[config.mk]
export PLATFORM = sky130hd
export DESIGN_NAME = imm_alu_exec
export DESIGN_NICKNAME = d
export VERILOG_FILES = /design/src/rtl/imm_alu_pkg.sv /design/src/rtl/imm_alu_decode.sv /design/src/rtl/imm_alu_arith.sv /design/src/rtl/imm_alu_cond.sv /design/src/rtl/imm_alu_exec.sv
export SDC_FILE = /design/constraint.sdc
export NUM_CORES = 1
export LEC_CHECK = 0
export ABC_AREA = 0
export BUFFER_PORTS_ARGS = -buffer_cell sky130_fd_sc_hd__buf_4
export CAP_MARGIN = 25
export CORE_ASPECT_RATIO = 2
export CORE_MARGIN = 1.5
export CORE_UTILIZATION = 55
export DETAILED_ROUTE_END_ITERATION = 7
export PLACE_DENSITY = 0.77
export SLEW_MARGIN = 0
export SYNTH_ARGS = -nofsm -noshare
export SYNTH_HDL_FRONTEND = slang
export SYNTH_SLANG_ARGS = --single-unit
[constraint.sdc]
create_clock -name clk -period 7.3 [get_ports clk]
set_input_delay 0.73 -clock clk [delete_from_list [all_inputs] [get_ports clk]]
set_output_delay 0.73 -clock clk [all_outputs]
set_load 0.01 [all_outputs]
[src/rtl/imm_alu_pkg.sv]
package imm_alu_pkg;
  localparam int INSTR_W = 32;
  localparam int IDX_W   = 5;
  localparam int IMM_W   = 16;
  localparam int CR_W    = 4;

  localparam logic [5:0] OPC_ADDI    = 6'd14;
  localparam logic [5:0] OPC_ADDIC   = 6'd12;
  localparam logic [5:0] OPC_ADDIC_R = 6'd13;
  localparam logic [5:0] OPC_SUBFIC  = 6'd8;
  localparam logic [5:0] OPC_MULLI   = 6'd7;
  localparam logic [5:0] OPC_REGOPS  = 6'd31;
  localparam logic [8:0] XO_SUBFC    = 9'd8;

  typedef enum logic [2:0] {
    OP_NONE, OP_ADDI, OP_ADDIC, OP_SUBFIC, OP_MULLI, OP_SUBFC
  } alu_op_e;

  typedef struct packed {
    alu_op_e          op;
    logic             rec;
    logic             oe;
    logic             zero_a;
    logic [IDX_W-1:0] rd;
  } dec_t;
endpackage

[src/rtl/imm_alu_decode.sv]
module imm_alu_decode
  import imm_alu_pkg::*;
(
  input  logic [INSTR_W-1:0] instr,
  output dec_t               dec
);
  logic [5:0] opc;
  logic       unused_rb;

  assign opc       = instr[31:26];
  assign unused_rb = ^instr[15:11];

  always_comb begin
    dec        = '0;
    dec.op     = OP_NONE;
    dec.rd     = instr[25:21];
    unique case (opc)
      OPC_ADDI: begin
        dec.op     = OP_ADDI;
        dec.zero_a = (instr[20:16] == '0);
      end
      OPC_ADDIC:   dec.op = OP_ADDIC;
      OPC_ADDIC_R: begin
        dec.op  = OP_ADDIC;
        dec.rec = 1'b1;
      end
      OPC_SUBFIC:  dec.op = OP_SUBFIC;
      OPC_MULLI:   dec.op = OP_MULLI;
      OPC_REGOPS: begin
        if (instr[9:1] == XO_SUBFC) begin
          dec.op  = OP_SUBFC;
          dec.oe  = instr[10];
          dec.rec = instr[0];
        end
      end
      default: dec.op = OP_NONE;
    endcase
  end
endmodule

[src/rtl/imm_alu_arith.sv]
module imm_alu_arith
  import imm_alu_pkg::*;
#(
  parameter int WLEN = 32
) (
  input  dec_t             dec,
  input  logic [WLEN-1:0]  a,
  input  logic [WLEN-1:0]  b,
  input  logic [IMM_W-1:0] imm16,
  output logic [WLEN-1:0]  res,
  output logic             ca,
  output logic             ov
);
  logic [WLEN-1:0] imm;
  logic [WLEN-1:0] a_eff;

  assign imm   = {{(WLEN-IMM_W){imm16[IMM_W-1]}}, imm16};
  assign a_eff = dec.zero_a ? '0 : a;

  always_comb begin
    res = '0;
    ca  = 1'b0;
    ov  = 1'b0;
    unique case (dec.op)
      OP_ADDI: res = a_eff + imm;
      OP_ADDIC: begin
        res = a + imm;
        ca  = (res < a);
      end
      OP_SUBFIC: begin
        res = imm - a;
        ca  = (imm >= a);
      end
      OP_MULLI: res = a * imm;
      OP_SUBFC: begin
        res = b - a;
        ca  = (b >= a);
        ov  = dec.oe & (a[WLEN-1] != b[WLEN-1]) & (res[WLEN-1] != b[WLEN-1]);
      end
      default: res = '0;
    endcase
  end
endmodule

[src/rtl/imm_alu_cond.sv]
module imm_alu_cond
  import imm_alu_pkg::*;
#(
  parameter int WLEN = 32
) (
  input  logic [WLEN-1:0] res,
  input  logic            so_next,
  output logic [CR_W-1:0] cr
);
  logic lt, eq, gt;

  assign lt = res[WLEN-1];
  assign eq = (res == '0);
  assign gt = ~lt & ~eq;
  assign cr = {lt, gt, eq, so_next};
endmodule

[src/rtl/imm_alu_exec.sv]
module imm_alu_exec
  import imm_alu_pkg::*;
#(
  parameter int XLEN = 64,
  parameter int WLEN = 32
) (
  input  logic                 clk,
  input  logic                 rst,
  input  logic                 in_valid,
  input  logic [INSTR_W-1:0]   instr,
  input  logic [XLEN-1:0]      src_a,
  input  logic [XLEN-1:0]      src_b,
  input  logic                 so_in,
  output logic                 out_valid,
  output logic [IDX_W-1:0]     wb_idx,
  output logic                 wb_en,
  output logic [XLEN-1:0]      wb_data,
  output logic                 ca_en,
  output logic                 ca_out,
  output logic                 ov_en,
  output logic                 ov_out,
  output logic                 so_out,
  output logic                 cr_en,
  output logic [CR_W-1:0]      cr_out
);
  localparam int HI_W = XLEN - WLEN;

  dec_t            dec;
  logic [WLEN-1:0] res;
  logic            ca, ov;
  logic            n_wb, n_ca, n_ov, n_cr, so_next;
  logic [CR_W-1:0] cr;
  logic            unused_hi;

  assign unused_hi = ^{src_a[XLEN-1:WLEN], src_b[XLEN-1:WLEN]};

  imm_alu_decode u_dec (.instr(instr), .dec(dec));

  imm_alu_arith #(.WLEN(WLEN)) u_arith (
    .dec(dec), .a(src_a[WLEN-1:0]), .b(src_b[WLEN-1:0]),
    .imm16(instr[IMM_W-1:0]), .res(res), .ca(ca), .ov(ov)
  );

  assign n_wb    = in_valid & (dec.op != OP_NONE);
  assign n_ca    = in_valid & (dec.op inside {OP_ADDIC, OP_SUBFIC, OP_SUBFC});
  assign n_ov    = in_valid & (dec.op == OP_SUBFC) & dec.oe;
  assign n_cr    = in_valid & (dec.op != OP_NONE) & dec.rec;
  assign so_next = so_in | (n_ov & ov);

  imm_alu_cond #(.WLEN(WLEN)) u_cond (.res(res), .so_next(so_next), .cr(cr));

  always_ff @(posedge clk) begin
    if (rst) begin
      out_valid <= 1'b0;
      wb_en     <= 1'b0;
      ca_en     <= 1'b0;
      ov_en     <= 1'b0;
      cr_en     <= 1'b0;
      wb_idx    <= '0;
      wb_data   <= '0;
      ca_out    <= 1'b0;
      ov_out    <= 1'b0;
      so_out    <= 1'b0;
      cr_out    <= '0;
    end else begin
      out_valid <= in_valid;
      wb_en     <= n_wb;
      ca_en     <= n_ca;
      ov_en     <= n_ov;
      cr_en     <= n_cr;
      wb_idx    <= dec.rd;
      wb_data   <= {{HI_W{1'b0}}, res};
      ca_out    <= n_ca & ca;
      ov_out    <= n_ov & ov;
      so_out    <= so_next;
      cr_out    <= n_cr ? cr : '0;
    end
  end

  // output strobe trails the input strobe by one cycle
  a_r11_valid_follow: assert property (@(posedge clk) disable iff (rst)
    in_valid |=> out_valid);
  a_r11_idle_quiet: assert property (@(posedge clk) disable iff (rst)
    !out_valid |-> !(wb_en | ca_en | ov_en | cr_en));
  // no flag update without a decoded writeback
  a_r1_undecoded_quiet: assert property (@(posedge clk) disable iff (rst)
    (out_valid && !wb_en) |-> !(ca_en | ov_en | cr_en));
  // the upper half of the writeback stays clear
  a_r3_upper_zero: assert property (@(posedge clk) disable iff (rst)
    wb_en |-> (wb_data[XLEN-1:WLEN] == '0));
  // a new overflow is reflected in the summary bit
  a_r9_sticky_so: assert property (@(posedge clk) disable iff (rst)
    (ov_en && ov_out) |-> so_out);
  // exactly one relation bit and a matching summary bit
  a_r10_cr_onehot: assert property (@(posedge clk) disable iff (rst)
    cr_en |-> ($countones(cr_out[3:1]) == 1));
  a_r10_cr_so: assert property (@(posedge clk) disable iff (rst)
    cr_en |-> (cr_out[0] == so_out));
endmodule

# Yosys cells after proc, flatten, opt, wreduce, memory -nomap -nowiden

Cells that the tools add are included.

Memories kept: 0
Register bits after elaboration: 81
Logic and storage cells: 63
Bits in latches: 0
ROM bits: 0
Bits in writable memories: 0
Output and inout bits: 81

Multiplexer cells: 9
Equal/unequal tests: 14
$lt $le $gt $ge: 3
$add $sub $neg: 4
Reduce and logical (&&, ||, !) cells: 6
Shifts and indexed selects: 0
Multipliers: 1
Bitwise logic cells: 14
Divide/modulo/power cells: 0

Operators with widths:

| kind               | count |
|---|---|
| $pmux 32 s5        | 1 |
| $add 32x32->32     | 2 |
| $ge 32x32->1       | 2 |
| $sub 32x32->32     | 2 |
| $logic_not 32->1   | 1 |
| $lt 32x32->1       | 1 |
| $mul 32x16->32     | 1 |
| $mux 32            | 1 |
| $eq 6x4->1 const B | 4 |
| $pmux 3 s5         | 1 |
| $and 1x1->1        | 10 |
| $eq 9x4->1 const B | 1 |
| $eq 3x2->1 const B | 2 |
| $eq 3x3->1 const B | 2 |
| $eq 6x3->1 const B | 1 |
| $eq 6x5->1 const B | 1 |
| $reduce_bool 3->1  | 2 |
| $logic_not 5->1    | 1 |
| $mux 5             | 1 |
| $reduce_or 2->1    | 2 |
| $eq 3x1->1 const B | 1 |
| $mux 1             | 3 |
| $not 1->1          | 3 |
| $pmux 1 s3         | 1 |
| other kinds (3)    | 4 |

# Depth between registers and ports, before layout

Depth after elaboration: 8
Depth in mapped cells: 27
Gate-level depth less buffers: 25

# Modules after synthesis

From an unflattened synthesis, not the netlist that was laid out.

Cells, all modules: 2746
Area, all modules: 21839.7 um2

By module, submodules not included:

| module         | sequential area each (um2) | area an instance (um2) | cells each | instances |
|---|---|---|---|---|
| imm_alu_arith  | 0.0                        | 19882.8                | 2558       | 1 |
| imm_alu_exec   | 980.9                      | 1659.1                 | 146        | 1 |
| imm_alu_decode | 0.0                        | 185.2                  | 26         | 1 |
| imm_alu_cond   | 0.0                        | 112.6                  | 16         | 1 |

# Worst setup path before layout

OpenSTA, ideal clock, no wires.

Path kind: in2reg
From: in instr[8]
To: reg cr_out[1]
Stages: 26
Slack: 0.195 ns
Buffers on the path: 2
Required time: 7.212 ns
Arrival time: 7.017 ns
Cells stage by stage: clkbuf_1 > clkbuf_1 > nand2_1 > fa_1 > inv_1 > fa_1 > inv_1 > fa_1 > inv_1 > fa_1 > fa_1 > inv_1 > fa_1 > inv_1 > ha_1 > a21oi_1 > nand2_1 > nor4_4 > o41ai_1 > a211oi_1 > o21ai_1 > xor2_1 > a221o_1 > a211oi_1 > nand4_1 > nor4_2

Longest elaborated chain between the ends: 8
Elaborated cells between the ends (all ways): 20

RTL lines:

| item                                                                   | RTL line           | RTL |
|---|---|---|
| start, declared                                                        | imm_alu_exec.sv:10 | `input logic [INSTR_W-1:0] instr,` |
| parallel branches: the longest is 8 deep, another holds $mul 32x16->32 | -                  |  |
| end signal, assigned                                                   | imm_alu_exec.sv:76 | `cr_out <= n_cr ? cr : '0;` |
| end, declared                                                          | imm_alu_exec.sv:24 | `output logic [CR_W-1:0] cr_out` |

Several ways; the timed one is not identified.
A chain may end at the register's enable or synchronous reset.

# Final worst setup path

From: in instr[7]
To: reg cr_out[1]

The elaborated chain is that of the path after synthesis.

==> impl_metrics.json <==
{
  "fin_crit_ps": 7110,
  "final_common_cell": "inv_1",
  "regMostFlops": "wb_data",
  "status": "complete, no violations",
  "clockBufferDepth": 2,
  "synth.distinct_cells": 86,
  "largest_register_ffs": 32,
  "vias": 22547,
  "grt_max_degree": 45,
  "syn_inst": 2947,
  "antenna_found_initial": 0,
  "relSlewSlack_pct": 37.2,
  "worstSetupEndpoint": "cr_out[1]$_SDFF_PP0_",
  "cts_tree": "built",
  "cts_max_level": 2,
  "finalHoldViolCount": 0,
  "fin_setup_tns_ps": 0,
  "worst_slew_pin_slew_ps": 942,
  "ys.flop_type": "dfxtp_1",
  "synth_seq_cells": 49,
  "synth.avg_cell_area_um2": 7.70,
  "postRouteAntennaNets": 0,
  "pwr_density_cell_nw_per_um2": 516,
  "cts_sinks": 49,
  "crit_family": "adder cells",
  "cp-end-kind": "flip-flop",
  "async_flop_share_pct": 0,
  "ys_top_cells_by_area": "fa_1, ha_1, inv_1, nand2_1, dfxtp_1",
  "crit_slowest_cell": "fa_1",
  "critPathBufInv": 7,
  "worst-path-max-fanout": 15,
  "place_congestion": 1.01,
  "synth-seq-area-share_pct": 4.32,
  "worst_setup_path_start_kind": "input pin",
  "finalCritPeriodShare_pct": 97.4,
  "hp-class": "input pin to flip-flop",
  "fillers": 3649,
  "worst_path_most_repeated_cell": "fa_1",
  "vdd_ir_drop_max_v": 0.000609,
  "drt_iter0_markers": 1601,
  "mostFrequentLayoutCells": "inv_1, buf_4, nand2_1",
  "first_pass_iters": 7,
  "path_clk_slew_ps": 70,
  "start_util_pct": 55.5,
  "finalSetupViolations": 0,
  "dieArea_um2": 42500,
  "wirelength_um": 82300,
  "layout-drive-gt1-share_pct": 12.6,
  "yosys_warnings": 0,
  "fp.dieH_um": 290,
  "grt_pass1_vias": 23847,
  "drc": 0,
  "synth_top_area_share_pct": 27.2,
  "rows": 105,
  "track_usage_pct": 38.8,
  "crit_cells": 25,
  "dieWidth_um": 147,
  "area_growth_syn_to_layout_pct": 13.4,
  "nets": 3877,
  "final_cell_area_um2": 25700,
  "dp_hpwl_um": 68900,
  "final_max_slew_viol_count": 0,
  "critPathKind": "input pin to flip-flop",
  "routed_via_density": 6.10,
  "grt_overflow": 0,
  "synth-edff-count": 0,
  "hold_ws_ps": 614,
  "grt_first_pass_wirelength_um": 127000,
  "cts-root-buf": "clkbuf_16",
  "cp-startpoint": "instr[7]",
  "final_core_util_pct": 63.0,
  "numPortBuffers": 148,
  "p_leak_nw": 12.7,
  "netlist_area_um2": 22700,
  "yosysTopAreaCell": "fa_1",
  "reg_top3": "wb_data x32, wb_idx x5, cr_out x4",
  "cp_data_arrival_time_ps": 7340,
  "coreArea_um2": 40900,
  "slowest_delay_ps": 590,
  "io_pins": 245,
  "wl_per_cell_um": 22.3,
  "placed_cell_area_um2": 25400,
  "finalPower_mw": 13.3,
  "cap_violations": 0,
  "max_freq_ghz": 0.141,
  "numCtsBuffers": 5,
  "cp_data_required_time_ps": 7530
}
-- worst min path at each step --
| stage | from | to | slack (ps) | depth (start not counted) |
|---|---|---|---|---|
| finish | instr[25] | wb_idx[4]$_SDFF_PP0_ | 610 | 2 |
| global route | instr[21] | wb_idx[0]$_SDFF_PP0_ | 620 | 2 |
| CTS | instr[25] | wb_idx[4]$_SDFF_PP0_ | 610 | 2 |
| detailed placement | instr[25] | wb_idx[4]$_SDFF_PP0_ | 950 | 2 |
| global placement | instr[21] | wb_idx[0]$_SDFF_PP0_ | 940 | 2 |
| floorplan | rst | out_valid$_SDFF_PP0_ | 820 | 1 |
-- power breakdown --
group / internal, mW / switching [mW] / total, mW
Sequential: 0.285 / 0.00600 / 0.291
Clock: 0.163 / 0.127 / 0.290
Combinational: 5.76 / 6.94 / 12.7
Total: 6.21 / 7.07 / 13.3
-- cells in the mapped netlist, types with 9 or more instances --
master	n
inv_1	490
nand2_1	325
fa_1	308
ha_1	248
nor2_1	238
a21oi_1	146
and2_1	135
clkbuf_1	116
xnor2_1	101
o21ai_0	97
dfxtp_1	49
nand3_1	47
a21o_1	39
nor3_1	39
xor2_1	38
a211oi_1	35
nor2b_1	35
buf_4	33
nand4_1	31
o211ai_1	26
o21bai_1	20
and3_1	19
o21a_1	19
o31ai_1	19
buf_2	17
nor4_1	17
a31oi_1	16
or3_1	15
a221oi_1	14
nand2b_1	14
o22ai_1	14
a22oi_1	13
mux2i_1	10
a21boi_0	9
a221o_1	9
o2111ai_1	9
-- routing by layer --
layer  vias up  share of wire [%]  GRT usage, %
met4         0                9.0          30.4
met3       396                5.4          3.17
met1     11026                 34          40.4
met2      1090                 52          70.8
li1      10035                  -             -
met5         -                  0             0
-- final cells by class --
cell class | instances | area [um^2] | share of cell area, %
clock buffer | 5 | 125 | 0.486
antenna | 1 | 2.50 | 0.00973
sequential | 49 | 981 | 3.81
clock inverter | 3 | 46.3 | 0.180
timing repair buffer | 340 | 2730 | 10.6
multi-input combinational | 2270 | 19300 | 75.1
inverter | 491 | 1840 | 7.16
tap | 535 | 669 | 2.60
-- through the flow --
step | instances | setup WS [ps]
floorplan | 2978 | 195
global placement | 3680 | -255
detailed placement | 3680 | -360
CTS | 3688 | 12.8
global route | 3693 | -27.1
finish | 3694 | 189
-- repair_timing --
action | in CTS | in global routing
resized for setup | 2 | 18
cloned | 0 | 0
hold endpoints to repair | 0 | 0
buffers inserted | 0 | 5
setup endpoints to repair | 1 | 6
pin swaps | 0 | 8
hold buffers | 0 | 0
-- kinds of logic (layout without fill, tap and decap cells) --
| group | after synthesis | after routing | synth area share, % |
|---|---|---|---|
| flip-flops | 49 | 49 | 4.32 |
| AND/OR/NAND/NOR | 957 | 957 | 20.3 |
| buffers and inverters | 659 | 839 | 11.5 |
| XOR/XNOR | 139 | 139 | 5.37 |
| adder cells (fa/ha/maj) | 556 | 556 | 40.9 |
| multiplexers | 12 | 12 | 0.540 |
| other | 1 | 33 | 0.0165 |
| AO/OA/AOI/OAI | 574 | 574 | 17.1 |
Power figures use the tool's default switching activity.
